$ cat src/rtl/sdr_mode_pkg.sv
`timescale 1ns/1ps
package sdr_mode_pkg;

   typedef enum logic [1:0] {
      CMD_IDLE  = 2'b00,
      CMD_MODE  = 2'b01,
      CMD_READ  = 2'b10,
      CMD_WRITE = 2'b11
   } sdr_cmd_e;

   localparam int BEAT_W  = 4;   // holds burst counts up to 8
   localparam int LAT_MAX = 3;

   // burst-length code to beat count; reserved codes fall back to one beat
   function automatic logic [BEAT_W-1:0] beats_of(input logic [2:0] code);
      case (code)
         3'b001:  return 4'd2;
         3'b010:  return 4'd4;
         3'b011:  return 4'd8;
         default: return 4'd1;
      endcase
   endfunction

   function automatic logic lat_code_ok(input logic [2:0] code);
      return (code == 3'b010) || (code == 3'b011);
   endfunction

endpackage

$ cat src/rtl/sdr_mode_reg.sv
`timescale 1ns/1ps
module sdr_mode_reg
   import sdr_mode_pkg::*;
(
   input  logic              clk,
   input  logic              rst_n,
   input  logic              load,
   input  logic [2:0]        bl_code,
   input  logic [2:0]        lat_code,
   input  logic [1:0]        op_code,
   input  logic              single_wr_bit,
   output logic [BEAT_W-1:0] burst_len,
   output logic [1:0]        cas_lat,
   output logic              single_wr,
   output logic              mode_err
);

   logic legal;
   assign legal = lat_code_ok(lat_code) && (op_code == 2'b00);

   always_ff @(posedge clk) begin
      if (!rst_n) begin
         burst_len <= 4'd1;
         cas_lat   <= 2'd2;
         single_wr <= 1'b0;
         mode_err  <= 1'b0;
      end else if (load) begin
         if (legal) begin
            burst_len <= beats_of(bl_code);
            cas_lat   <= lat_code[1:0];
            single_wr <= single_wr_bit;
            mode_err  <= 1'b0;
         end else begin
            mode_err  <= 1'b1;
         end
      end
   end

   assert_lat_range_R3: assert property (@(posedge clk) disable iff (!rst_n)
      (cas_lat == 2'd2) || (cas_lat == 2'd3));

   assert_len_onehot_R6: assert property (@(posedge clk) disable iff (!rst_n)
      $countones(burst_len) == 1);

   assert_bad_lat_flags_R10: assert property (@(posedge clk) disable iff (!rst_n)
      (load && !lat_code_ok(lat_code)) |=> mode_err);

endmodule

$ cat src/rtl/sdr_burst_ctr.sv
`timescale 1ns/1ps
module sdr_burst_ctr #(
   parameter int COL_W = 4,
   parameter int CNT_W = 4
) (
   input  logic             clk,
   input  logic             rst_n,
   input  logic             load,
   input  logic [COL_W-1:0] start,
   input  logic [2:0]       first_off,
   input  logic [CNT_W-1:0] beats,
   input  logic [2:0]       wrap_mask,
   output logic [COL_W-1:0] col,
   output logic             active
);

   logic [COL_W-1:0] start_q;
   logic [2:0]       off_q;
   logic [CNT_W-1:0] left_q;
   logic [2:0]       sum_lo;

   assign active = (left_q != '0);
   assign sum_lo = start_q[2:0] + off_q;
   assign col    = {start_q[COL_W-1:3], (start_q[2:0] & ~wrap_mask) | (sum_lo & wrap_mask)};

   always_ff @(posedge clk) begin
      if (!rst_n) begin
         start_q <= '0;
         off_q   <= '0;
         left_q  <= '0;
      end else if (load) begin
         start_q <= start;
         off_q   <= first_off;
         left_q  <= beats;
      end else if (active) begin
         off_q   <= off_q + 3'd1;
         left_q  <= left_q - 1'b1;
      end
   end

   assert_step_wrap_R7: assert property (@(posedge clk) disable iff (!rst_n)
      (active && $past(active)) |->
         ((((col[2:0] - $past(col[2:0])) & wrap_mask) == 3'd1) &&
          (col[COL_W-1:3] == $past(col[COL_W-1:3]))));

endmodule

$ cat src/rtl/sdr_lat_pipe.sv
`timescale 1ns/1ps
module sdr_lat_pipe #(
   parameter int DATA_W    = 16,
   parameter int MAX_LAT   = 3,
   parameter bit HOLD_IDLE = 1'b0
) (
   input  logic              clk,
   input  logic              rst_n,
   input  logic              in_v,
   input  logic [DATA_W-1:0] in_d,
   input  logic [1:0]        cas_lat,
   output logic [DATA_W-1:0] rdata,
   output logic              rvalid,
   output logic              oe,
   output logic              pending
);

   if (MAX_LAT < 3) begin : g_bad_depth
      $error("sdr_lat_pipe: MAX_LAT must be at least 3");
   end

   logic [MAX_LAT:1]  v_q;
   logic [DATA_W-1:0] d_q [1:MAX_LAT];
   logic [DATA_W-1:0] tap_d;

   always_ff @(posedge clk) begin
      if (!rst_n) begin
         v_q <= '0;
         for (int s = 1; s <= MAX_LAT; s++) d_q[s] <= '0;
      end else begin
         v_q[1] <= in_v;
         d_q[1] <= in_d;
         for (int s = 2; s <= MAX_LAT; s++) begin
            v_q[s] <= v_q[s-1];
            d_q[s] <= d_q[s-1];
         end
      end
   end

   always_comb begin
      rvalid = 1'b0;
      oe     = 1'b0;
      tap_d  = '0;
      for (int s = 2; s <= MAX_LAT; s++) begin
         if (int'(cas_lat) == s) begin
            rvalid = v_q[s];
            oe     = v_q[s] | v_q[s-1];
            tap_d  = d_q[s];
         end
      end
   end

   if (HOLD_IDLE) begin : g_raw_out
      assign rdata = tap_d;
   end else begin : g_zero_out
      assign rdata = rvalid ? tap_d : '0;
   end

   assign pending = |v_q;

   assert_drive_leads_R4: assert property (@(posedge clk) disable iff (!rst_n)
      $rose(rvalid) |-> $past(oe));

   assert_drive_covers_R4: assert property (@(posedge clk) disable iff (!rst_n)
      rvalid |-> oe);

   assert_drive_trails_R5: assert property (@(posedge clk) disable iff (!rst_n)
      $fell(rvalid) |-> !oe);

endmodule

$ cat src/rtl/sdr_mode_lat_core.sv
`timescale 1ns/1ps
module sdr_mode_lat_core
   import sdr_mode_pkg::*;
#(
   parameter int DATA_W = 16,
   parameter int COL_W  = 4,
   parameter int ADDR_W = 10
) (
   input  logic              clk,
   input  logic              rst_n,
   input  logic [1:0]        cmd,
   input  logic [ADDR_W-1:0] addr,
   input  logic [DATA_W-1:0] wdata,
   output logic [DATA_W-1:0] rdata,
   output logic              rvalid,
   output logic              dq_oe,
   output logic              mode_err
);

   localparam int DEPTH = 1 << COL_W;

   if (COL_W < 4) begin : g_bad_col
      $error("sdr_mode_lat_core: COL_W must be at least 4");
   end
   if (ADDR_W < 10 || ADDR_W < COL_W) begin : g_bad_addr
      $error("sdr_mode_lat_core: ADDR_W must hold the mode fields and a column");
   end

   sdr_cmd_e          cmd_e;
   logic [BEAT_W-1:0] burst_len;
   logic [1:0]        cas_lat;
   logic              single_wr;
   logic              busy, pend, ctr_active;
   logic              mode_go, rd_go, wr_go, wr_mode_q;
   logic [COL_W-1:0]  ctr_col;
   logic [BEAT_W-1:0] load_beats;
   logic [2:0]        wrap_mask;
   logic [DATA_W-1:0] mem [DEPTH];

   assign cmd_e   = sdr_cmd_e'(cmd);
   assign busy    = ctr_active | pend;
   assign mode_go = (cmd_e == CMD_MODE)  && !busy;
   assign rd_go   = (cmd_e == CMD_READ)  && !busy && !mode_err;
   assign wr_go   = (cmd_e == CMD_WRITE) && !busy && !mode_err;

   assign wrap_mask  = 3'(burst_len - 4'd1);
   assign load_beats = rd_go ? burst_len : (single_wr ? 4'd0 : burst_len - 4'd1);

   sdr_mode_reg u_mode (
      .clk           (clk),
      .rst_n         (rst_n),
      .load          (mode_go),
      .bl_code       (addr[2:0]),
      .lat_code      (addr[6:4]),
      .op_code       (addr[8:7]),
      .single_wr_bit (addr[9]),
      .burst_len     (burst_len),
      .cas_lat       (cas_lat),
      .single_wr     (single_wr),
      .mode_err      (mode_err)
   );

   sdr_burst_ctr #(.COL_W(COL_W), .CNT_W(BEAT_W)) u_ctr (
      .clk       (clk),
      .rst_n     (rst_n),
      .load      (rd_go | wr_go),
      .start     (addr[COL_W-1:0]),
      .first_off (rd_go ? 3'd0 : 3'd1),
      .beats     (load_beats),
      .wrap_mask (wrap_mask),
      .col       (ctr_col),
      .active    (ctr_active)
   );

   always_ff @(posedge clk) begin
      if (!rst_n)                 wr_mode_q <= 1'b0;
      else if (rd_go || wr_go)    wr_mode_q <= wr_go;
   end

   always_ff @(posedge clk) begin
      if (wr_go)                        mem[addr[COL_W-1:0]] <= wdata;
      else if (ctr_active && wr_mode_q) mem[ctr_col]         <= wdata;
   end

   sdr_lat_pipe #(.DATA_W(DATA_W), .MAX_LAT(LAT_MAX), .HOLD_IDLE(1'b0)) u_pipe (
      .clk     (clk),
      .rst_n   (rst_n),
      .in_v    (ctr_active && !wr_mode_q),
      .in_d    (mem[ctr_col]),
      .cas_lat (cas_lat),
      .rdata   (rdata),
      .rvalid  (rvalid),
      .oe      (dq_oe),
      .pending (pend)
   );

   assert_lat_two_R2: assert property (@(posedge clk) disable iff (!rst_n)
      ($rose(dq_oe) && cas_lat == 2'd2) |-> $past(rd_go, 2));

   assert_lat_three_R3: assert property (@(posedge clk) disable iff (!rst_n)
      ($rose(dq_oe) && cas_lat == 2'd3) |-> $past(rd_go, 3));

   assert_err_blocks_R12: assert property (@(posedge clk) disable iff (!rst_n)
      (mode_err && !busy && (cmd_e == CMD_READ || cmd_e == CMD_WRITE)) |=> !ctr_active);

endmodule

$ cat config.mk
export PLATFORM = sky130hd
export DESIGN_NAME = sdr_mode_lat_core
export DESIGN_NICKNAME = d
export VERILOG_FILES = /design/src/rtl/sdr_mode_pkg.sv /design/src/rtl/sdr_mode_reg.sv /design/src/rtl/sdr_burst_ctr.sv /design/src/rtl/sdr_lat_pipe.sv /design/src/rtl/sdr_mode_lat_core.sv
export SDC_FILE = /design/constraint.sdc
export NUM_CORES = 1
export LEC_CHECK = 0
export ABC_AREA = 1
export ABC_CLOCK_PERIOD_IN_PS = 7100
export BUFFER_PORTS_ARGS = -buffer_cell sky130_fd_sc_hd__clkbuf_2
export CAP_MARGIN = 20
export CORE_ASPECT_RATIO = 0.6
export CORE_MARGIN = 10
export CORE_UTILIZATION = 45
export CTS_BUF_LIST = sky130_fd_sc_hd__clkbuf_4
export DETAILED_ROUTE_END_ITERATION = 6
export PLACE_DENSITY = 0.67
export SYNTH_ARGS = -nofsm -noshare
export SYNTH_HDL_FRONTEND = slang
export SYNTH_SLANG_ARGS = --single-unit
$ cat constraint.sdc
create_clock -name clk -period 7.1 [get_ports clk]
set_clock_uncertainty 0.2 [all_clocks]
set_input_delay 1.42 -clock clk [delete_from_list [all_inputs] [get_ports clk]]
set_output_delay 1.42 -clock clk [all_outputs]
set_load 0.01 [all_outputs]
==> Yosys cells after proc, flatten, opt, wreduce, memory -nomap -nowiden <==
Memory sizes are Yosys's and may differ from the RTL's.
Index checks and enable logic that the tools add are counted.
Widths: inputs -> output; s select.
{ "word_totals": {"register_bits": 23, "ramBits": 304, "inputBits": 30, "output_inout_bits": 19, "elab_cells": 84, "memories": 2} }
{ "op_classes": {"n_addsub": 4, "eq_ne": 10, "n_mux": 29, "n_bitwise": 11, "reduce_logical": 19} }
{ "mem_list": {"columns": ["name", "depth", "width", "read_ports", "rd_ports_with_merged_regs", "write_ports", "line_no", "rtl"], "rows": [
  ["mem", 16, 16, 1, 0, 1, "sdr_mode_lat_core.sv:38", "logic [DATA_W-1:0] mem [DEPTH];"],
  ["u_pipe.d_q", 3, 16, 3, 0, 3, "sdr_lat_pipe.sv:23", "logic [DATA_W-1:0] d_q [1:MAX_LAT];"]
]} }
{ "ops": {"columns": ["operator", "n"], "rows": [
  ["$mux 16", 7],
  ["$mux 4", 5],
  ["$reduce_or 16->1", 1],
  ["$mux 1", 14],
  ["$eq 3x2->1 const B", 4],
  ["$pmux 4 s3", 1],
  ["$logic_and 1x1->1", 8],
  ["$sub 4x1->4 const B", 2],
  ["$or 1x1->1", 7],
  ["$and 3x3->3", 2],
  ["$eq 2x2->1 const B", 3],
  ["$mux 3", 2],
  ["$eq 2x1->1 const B", 2],
  ["$reduce_bool 4->1", 1],
  ["$add 3x1->3 const B", 1],
  ["$add 3x3->3", 1],
  ["$eq 3x1->1 const B", 1],
  ["$logic_not 1->1", 3],
  ["$not 3->3", 1],
  ["$or 3x3->3", 1],
  ["$reduce_or 3->1", 1],
  ["$logic_not 2->1", 1],
  ["$logic_or 1x1->1", 2],
  ["$reduce_and 2->1", 1],
  ["$reduce_bool 2->1", 1]
]} }

==> Longest topological paths before layout <==
Gate-level depths: netlist of run 1.
{ "logic_depth": {"depth_word": 9, "ltp_mapped": 15, "ltp_nobuf": 14} }

==> By module <==
From an unflattened synthesis of run 1, not the netlist that was laid out.
{ "hier_totals": {"cells_unflattened": 1506, "area_unflattened_um2": 14208.6} }
{ "modules_own_cells": {"columns": ["module", "n_inst", "cells_each", "area_each_um2", "seq_area_each_um2"], "rows": [
  ["sdr_mode_lat_core", 1, 1104, 11242.0, 7707.4],
  ["sdr_lat_pipe", 1, 259, 1961.9, 1021.0],
  ["sdr_burst_ctr", 1, 94, 665.6, 220.2],
  ["sdr_mode_reg", 1, 49, 339.1, 160.2]
]} }

==> Least setup slack after synthesis of run 1 <==
Ideal clock, no wire load.
{ "synth_timing": {"kind": "input-to-reg", "start": "input cmd[1]", "end": "memory mem[0][0], enable pin", "setup_time_ns": 0.409, "arrival_ns": 3.103, "required_time_ns": 6.491, "setup_slack_ns": 3.387, "path_stages": 6, "n_path_buf": 0, "path_cell_list": "nand2_1 > nor2_1 > nand2_2 > nand2_1 > nand2_1 > nor3_1"} }
{ "synth_via": {"elab_chain_cells": 7, "word_cells_on_any_way": 10, "cone_classes": "eq/ne: 1; mux: 6; reduce/logical: 3"} }
{ "synth_lines": {"columns": ["element", "line_no", "rtl"], "rows": [
  ["from (decl)", "sdr_mode_lat_core.sv:11", "input logic [1:0] cmd,"],
  ["$eq 2x2->1 *", "sdr_mode_lat_core.sv:44", "assign wr_go = (cmd_e == CMD_WRITE) && !busy && !mode_err;"],
  ["$logic_and 1x1->1 * (2 in series)", "sdr_mode_lat_core.sv:44", null],
  ["$mux 1", "sdr_mode_lat_core.sv:81", "if (wr_go) mem[addr[COL_W-1:0]] <= wdata;"],
  ["$mux 1 (implied by the code)", "sdr_mode_lat_core.sv:82", "else if (ctr_active && wr_mode_q) mem[ctr_col] <= wdata;"],
  ["$reduce_or 16->1 (no source line)", null, null],
  ["$mux 4 (no source line) or $mux 1 (tied branches)", null, null],
  ["to (decl)", "sdr_mode_lat_core.sv:38", null]
]} }
Every way passes the cells marked *; elsewhere a longest branch is shown, timed or not.

==> Final worst setup path of run 1 <==
{ "layout_timing": {"start": "register u_mode.cas_lat[1]", "end": "output rdata[1]"} }
{ "layout_via": {"elab_chain_cells": 4, "word_cells_on_any_way": 7, "cone_classes": "eq/ne: 2; mux: 5"} }
{ "layout_lines": {"columns": ["element", "line_no", "rtl"], "rows": [
  ["from (decl)", "sdr_mode_reg.sv:13", "output logic [1:0] cas_lat,"],
  ["from (signal assigned)", "sdr_mode_reg.sv:30", "cas_lat <= lat_code[1:0];"],
  ["$eq 2x2->1", "sdr_lat_pipe.sv:45", "if (int'(cas_lat) == s) begin"],
  ["$mux 16 or $mux 1 (tied branches) (2 in series)", "sdr_lat_pipe.sv:45", null],
  ["$mux 16 *", "sdr_lat_pipe.sv:56", "assign rdata = rvalid ? tap_d : '0;"],
  ["to (decl)", "sdr_mode_lat_core.sv:14", "output logic [DATA_W-1:0] rdata,"]
]} }
Marked as above.

==> impl_metrics.env, run 1 <==
export IMPL_n_fill_cell=2952
export IMPL_cp_slowest_stage_delay_ns=0.59
export IMPL_grt_total_usage_pct=19.6
export IMPL_cts_hold_buf=0
export IMPL_vias_per_cell=5.12
export IMPL_die_w_um=252
export IMPL_core_um2=31500
export IMPL_maxCapViolations=0
export IMPL_hold_class="reg -> reg"
export IMPL_root_buffer="clkbuf_4"
export IMPL_synth_top_cell_area_share_pct=53.0
export IMPL_grt_max_degree=102
export IMPL_dpl_hpwl_um=24400
export IMPL_clkTransAtPathRegs_ns=0.07
export IMPL_path_class="reg -> out"
export IMPL_synth_edf_count=256
export IMPL_layout_drive_gt1_share_pct=12.9
export IMPL_pin_count=49
export IMPL_synth_seq_cells=327
export IMPL_nets=1641
export IMPL_vias=10600
export IMPL_status="finished, final reports clean"
export IMPL_start_util_pct=46.1
export IMPL_grt_use_met1_pct=27.9
export IMPL_cts_setup_buffers=0
export IMPL_yosys_top_cells_area="edfxtp_1, nand2_1, dfxtp_1, nand3_1, inv_1"
export IMPL_place_gp_congestion=0.917
export IMPL_cp_top_family="compound AO/OA/AOI/OAI gates"
export IMPL_fp_row_count=50
export IMPL_post_cts_resize_count=0
export IMPL_cts_sinks=327
export IMPL_grt_pass1_vias=10200
export IMPL_synthFlopType="edfxtp_1"
export IMPL_h_tree_depth=3
export IMPL_port_buffers=48
export IMPL_setup_violations_final=0
export IMPL_crit_required_ns=5.48
export IMPL_max_freq_ghz=0.241
export IMPL_syn_inst=1545
export IMPL_slew_viol_final=0
export IMPL_crit_arrival_ns=2.52
export IMPL_crit_start="u_mode.cas_lat[1]"
export IMPL_final_core_util_pct=51.0
export IMPL_period_share_pct=58.4
export IMPL_ir_drop_mv=0.163
export IMPL_crit_slowest_cell="o21ai_2"
export IMPL_finalNonFillerCells=2078
export IMPL_die_h_um=159
export IMPL_yosys_area_top_type="edfxtp_1"
export IMPL_antenna_left=0
export IMPL_wl_um=39300
export IMPL_avgSynthCellArea_um2=9.39
export IMPL_ys_seq_area_share_pct=62.8
export IMPL_synth_nets=1580
export IMPL_worst_pin_slew_ns=1.15
export IMPL_p_leak_nw=7.31
export IMPL_path_cells="inv_1 > or2_2 > o21ai_2 > nand2_1 > inv_1 > clkbuf_2"
export IMPL_cts_tree="done"
export IMPL_grt_pass1_wl_um=60500
export IMPL_final_min_clock_period_ns=4.14
export IMPL_antenna_found_initial=0
export IMPL_cts_buffers=75
export IMPL_startpoint_type="flop"
export IMPL_netlist_area_um2=14500
export IMPL_clock_path_buffers=3
export IMPL_gr_usage_met3_pct=9.26
export IMPL_end_kind="output pin"
export IMPL_clk_latency_ns=0.77
export IMPL_worstPathMaxFanout=18
export IMPL_fin_setup_tns_ns=0
export IMPL_fin_total_pwr_mw=5.18
export IMPL_dieArea_um2=40100
export IMPL_routedWlPerCell_um=18.9
export IMPL_drc_errors=0
export IMPL_use_met2_pct=26.2
export IMPL_synth_cell_types=35
export IMPL_synth_most_common_cell="nand2_1"
export IMPL_critPathMostFrequentCell="inv_1"
export IMPL_overflow=0
export IMPL_area_delta_synth_final_pct=10.7
export IMPL_dp_cells=1945
export IMPL_power_per_cell_area_nw_per_um2=322
export IMPL_antenna_cells=0
export IMPL_yosys_warnings=0
export IMPL_rsz0062_at_grt="no"
export IMPL_top_usage_layer="met1"
export IMPL_min_from="u_pipe.d_q[0][17]"
export IMPL_crit_buf_inv=3
export IMPL_synth_async_reset_ratio_pct=0
export IMPL_holdWs_ns=0.205
export IMPL_firstDrtPassIters=5
export IMPL_slew_headroom_pct=23.1
export IMPL_drt_initial_drc_count=1326
export IMPL_yosys_top_cells_count="nand2_1, inv_1, edfxtp_1"
export IMPL_r2r_start="u_ctr.start_q[0]"
export IMPL_hold_viol_final=0
-- final timing paths --
path | to | slack, ns | depth (start not counted)
max | rdata[1] | 2.96 | 6
min | u_pipe.d_q[0][33] | 0.20 | 2
max reg2reg | mem[13][10] | 3.11 | 10
min reg2reg | u_pipe.d_q[0][33] | 0.20 | 2
-- worst reg2reg max path: stages, from the launching register on --
cell	delay (ns)
dfxtp_1	0.41
ha_1	0.19
inv_1	0.06
fa_1	0.55
nor2_1	0.09
nor2_4	0.10
buf_4	0.61
o21ai_1	0.30
inv_1	0.12
nand2_1	0.15
nor2_2	0.80
-- through the flow --
stage	cell area, um^2	worst slack (ns)
after floorplan	14500	3.39
after global placement	15100	3.25
after detailed placement	15100	3.17
after CTS	16100	2.88
after global routing	16100	2.73
final	16100	2.96
-- placed cells by master, fill, tap and decap left out, types with 17 or more instances in the layout --
cell	n
edfxtp_1	256
dfxtp_1	71
nand3b_1	48
nor2_1	17
o21ai_0	29
a21oi_1	27
clkbuf_4	111
inv_1	312
nand2_1	398
nand3_1	250
clkbuf_2	48
-- metal layers --
metal | up-vias | wire length [um]
met1 | 5004 | 18000
met3 | 41 | 5130
li1 | 5111 | -
met5 | - | 0
met4 | 0 | 405
met2 | 492 | 15700
-- where the power goes --
group	leakage [nW]	switching [mW]	internal [mW]	total [mW]
Combinational	3.83	0.987	0.356	1.34
Clock	0.598	0.754	0.827	1.58
Sequential	2.88	0.0610	2.19	2.25
Total	7.31	1.80	3.37	5.18
-- area by class of cell --
type / count / area, um^2 / area share [%]
flip-flops and latches: 327 / 9110 / 56.7
multi-input cells: 821 / 3890 / 24.2
inverters: 319 / 1200 / 7.46
clock buffers: 111 / 833 / 5.19
well taps: 416 / 520 / 3.24
repair buffers: 62 / 345 / 2.15
clock inverters: 22 / 165 / 1.03
-- sequential cells by signal, indices dropped and copies added (netlist names) --
name	flops
u_mode.mode_err	1
u_mode.burst_len	4
u_mode.cas_lat	2
u_ctr.start_q	4
u_mode.single_wr	1
u_ctr.left_q	4
u_pipe.v_q	3
u_pipe.d_q	48
u_ctr.off_q	3
mem	256
wr_mode_q	1
-- logic make-up (layout without fill, tap and decap cells) --
| family | Yosys count | after routing | share of synthesized area (%) |
|---|---|---|---|
| AO/OA/AOI/OAI | 70 | 70 | 2.60 |
| XOR/XNOR | 3 | 3 | 0.181 |
| adder cells (fa/ha/maj) | 5 | 5 | 0.483 |
| buffers and inverters | 397 | 514 | 10.9 |
| flip-flops | 327 | 327 | 62.8 |
| AND/OR/NAND/NOR | 743 | 743 | 23.0 |
Note: power is estimated with default switching activity, not from simulation.
==> inputs of run 2 (changes only) <==
- ABC_CLOCK_PERIOD_IN_PS: 7100 -> 4100
- clock period: 7.1 -> 4.1 ns (I/O delays scaled with it)
==> run 2 against run 1 <==
Critical path depth unchanged; sequential share of layout area decreased by 0.77 points; clock power is 68% higher; via count fell by 0.69%; utilization up 0.70 points; critical path type unchanged; critical endpoint is now rdata[8]; largest power group unchanged.
==> impl_metrics.env, run 2 (synthesized netlist as in run 1, its figures left out) <==
export IMPL_status="finished, final reports clean"
export IMPL_crit_arrival_ns=2.50
export IMPL_cp_slowest_stage_delay_ns=0.61
export IMPL_root_buffer="clkbuf_4"
export IMPL_dp_cells=1971
export IMPL_cp_top_family="compound AO/OA/AOI/OAI gates"
export IMPL_place_gp_congestion=0.897
export IMPL_pin_count=49
export IMPL_internal_power_mw=5.84
export IMPL_post_place_ws_ns=0.866
export IMPL_overflow=0
export IMPL_power_per_cell_area_nw_per_um2=537
export IMPL_fin_setup_tns_ns=0
export IMPL_final_min_clock_period_ns=3.52
export IMPL_wl_um=36100
export IMPL_end_kind="output pin"
export IMPL_clk_latency_ns=0.77
export IMPL_pwr_share_comb_pct=24.6
export IMPL_path_cells="inv_1 > or2_2 > o21ai_2 > nand2_1 > inv_1 > clkbuf_2"
export IMPL_rr_worst_depth=10
export IMPL_antenna_found_initial=1
export IMPL_slew_viol_final=0
export IMPL_crit_buf_inv=3
export IMPL_startpoint_type="flop"
export IMPL_maxCapViolations=0
export IMPL_clock_path_buffers=3
export IMPL_crit_slowest_cell="o21ai_2"
export IMPL_cts_buffers=74
export IMPL_holdWs_ns=0.0901
export IMPL_layout_drive_gt1_share_pct=14.5
export IMPL_hold_class="in -> reg"
export IMPL_worst_path_stages=6
export IMPL_final_common_cell="nand2_1"
export IMPL_regArea_um2=9110
export IMPL_h_tree_depth=3
export IMPL_multi_input_area_um2=3890
export IMPL_cts_hold_buf=0
export IMPL_grt_total_usage_pct=18.2
export IMPL_cts_tree="done"
export IMPL_fp_row_count=50
export IMPL_finalInstanceArea_um2=16300
export IMPL_vias=10600
export IMPL_nets=1666
export IMPL_endpoint="rdata[8]"
export IMPL_routedWlPerCell_um=17.1
export IMPL_n_fill_cell=2871
export IMPL_start_util_pct=46.1
export IMPL_period_share_pct=85.8
export IMPL_clock_power_share_pct=30.4
export IMPL_fin_ws_ns=0.583
export IMPL_grt_pass1_vias=10100
export IMPL_placed_area_um2=15300
export IMPL_setup_violations_final=0
export IMPL_antenna_left=0
export IMPL_crit_start="u_mode.cas_lat[1]"
export IMPL_core_um2=31500
export IMPL_r2r_start="u_ctr.start_q[0]"
export IMPL_seqPwrFrac_pct=45.0
export IMPL_slew_headroom_pct=43.2
export IMPL_r2r_end="mem[0][5]"
export IMPL_crit_required_ns=3.08
export IMPL_top_regs="mem x256, u_pipe.d_q x48"
export IMPL_path_class="reg -> out"
export IMPL_fin_total_pwr_mw=8.74
export IMPL_worstPathMaxFanout=18
export IMPL_worst_pin_slew_ns=0.849
export IMPL_drc_errors=0
export IMPL_dpl_hpwl_um=22600
export IMPL_firstDrtPassIters=5
export IMPL_vias_per_cell=5.02
export IMPL_port_buffers=48
export IMPL_p_leak_nw=7.45
export IMPL_r2r_slack_ns=0.85
export IMPL_post_cts_resize_count=0
export IMPL_critPathMostFrequentCell="inv_1"
export IMPL_area_delta_synth_final_pct=12.2
export IMPL_rsz0062_at_grt="no"
export IMPL_final_core_util_pct=51.7
export IMPL_p_sw_share_pct=33.2
export IMPL_mostFrequentLayoutCells="nand2_1, inv_1, edfxtp_1"
export IMPL_grt_max_degree=129
export IMPL_cts_setup_buffers=0
export IMPL_finalNonFillerCells=2108
export IMPL_largest_reg_flops=256
export IMPL_ir_drop_mv=0.284
export IMPL_die_h_um=159
export IMPL_drt_initial_drc_count=925
export IMPL_clkTransAtPathRegs_ns=0.08
export IMPL_grt_pass1_wl_um=57500
export IMPL_dieArea_um2=40100
export IMPL_hold_viol_final=0
export IMPL_max_freq_ghz=0.284
export IMPL_die_w_um=252
export IMPL_p_switching_mw=2.90
export IMPL_top_register="mem"
export IMPL_cts_sinks=327
[run 2: cell types whose count changed in the layout (fill, tap and decap cells not counted), sizes merged]
cell / previous run / this run
clkinv: 19 / 14
bufinv: 3 / 1
diode: 0 / 3
clkinvlp: 0 / 1
buf: 14 / 40
clkbuf: 159 / 166
[run 2: cell type report]
cell class              count  area share [%]
diodes                      3          0.0461
well taps                 416            3.20
flip-flops and latches    327            55.9
multi-input cells         821            23.9
clock inverters            16           0.569
inverters                 319            7.35
clock buffers             118            5.44
repair buffers             88            3.55
[run 2: how the worst min path moves through the flow]
stage                       from           endpoint  slack (ns)  cells past startpoint
2_1_floorplan  u_pipe.d_q[0][16]  u_pipe.d_q[0][32]        0.19                      2
3_3_place_gp   u_pipe.d_q[0][29]  u_pipe.d_q[0][45]        0.21                      2
3_5_place_dp   u_pipe.d_q[0][30]  u_pipe.d_q[0][46]        0.21                      2
4_1_cts                  addr[9]   u_mode.single_wr        0.04                      3
5_1_grt                  addr[9]   u_mode.single_wr        0.05                      3
6_report                 addr[9]   u_mode.single_wr        0.09                      3
[run 2: tightest hold or removal path: stages]
cell      delay [ns]
clkbuf_2        0.08
nand2_1         0.05
a21oi_1         0.05
[run 2: per-layer routing]
metal / global-route usage, % / wire length (um) / vias to the layer above
met5: 0 / 0 / -
met4: 7.19 / 805 / 0
met3: 5.24 / 3240 / 73
met2: 25.1 / 15000 / 424
met1: 26.2 / 17100 / 4919
li1: - / - / 5158
[run 2: power by group through the flow]
stage                     Sequential (mW)  Combinational, mW  Clock (mW)
after floorplan                      3.93               1.52           0
after global placement               4.00               2.12           0
after detailed placement             4.00               2.14           0
after CTS                            3.93               2.15        2.72
after global routing                 3.95               2.43        2.89
final                                3.93               2.15        2.66
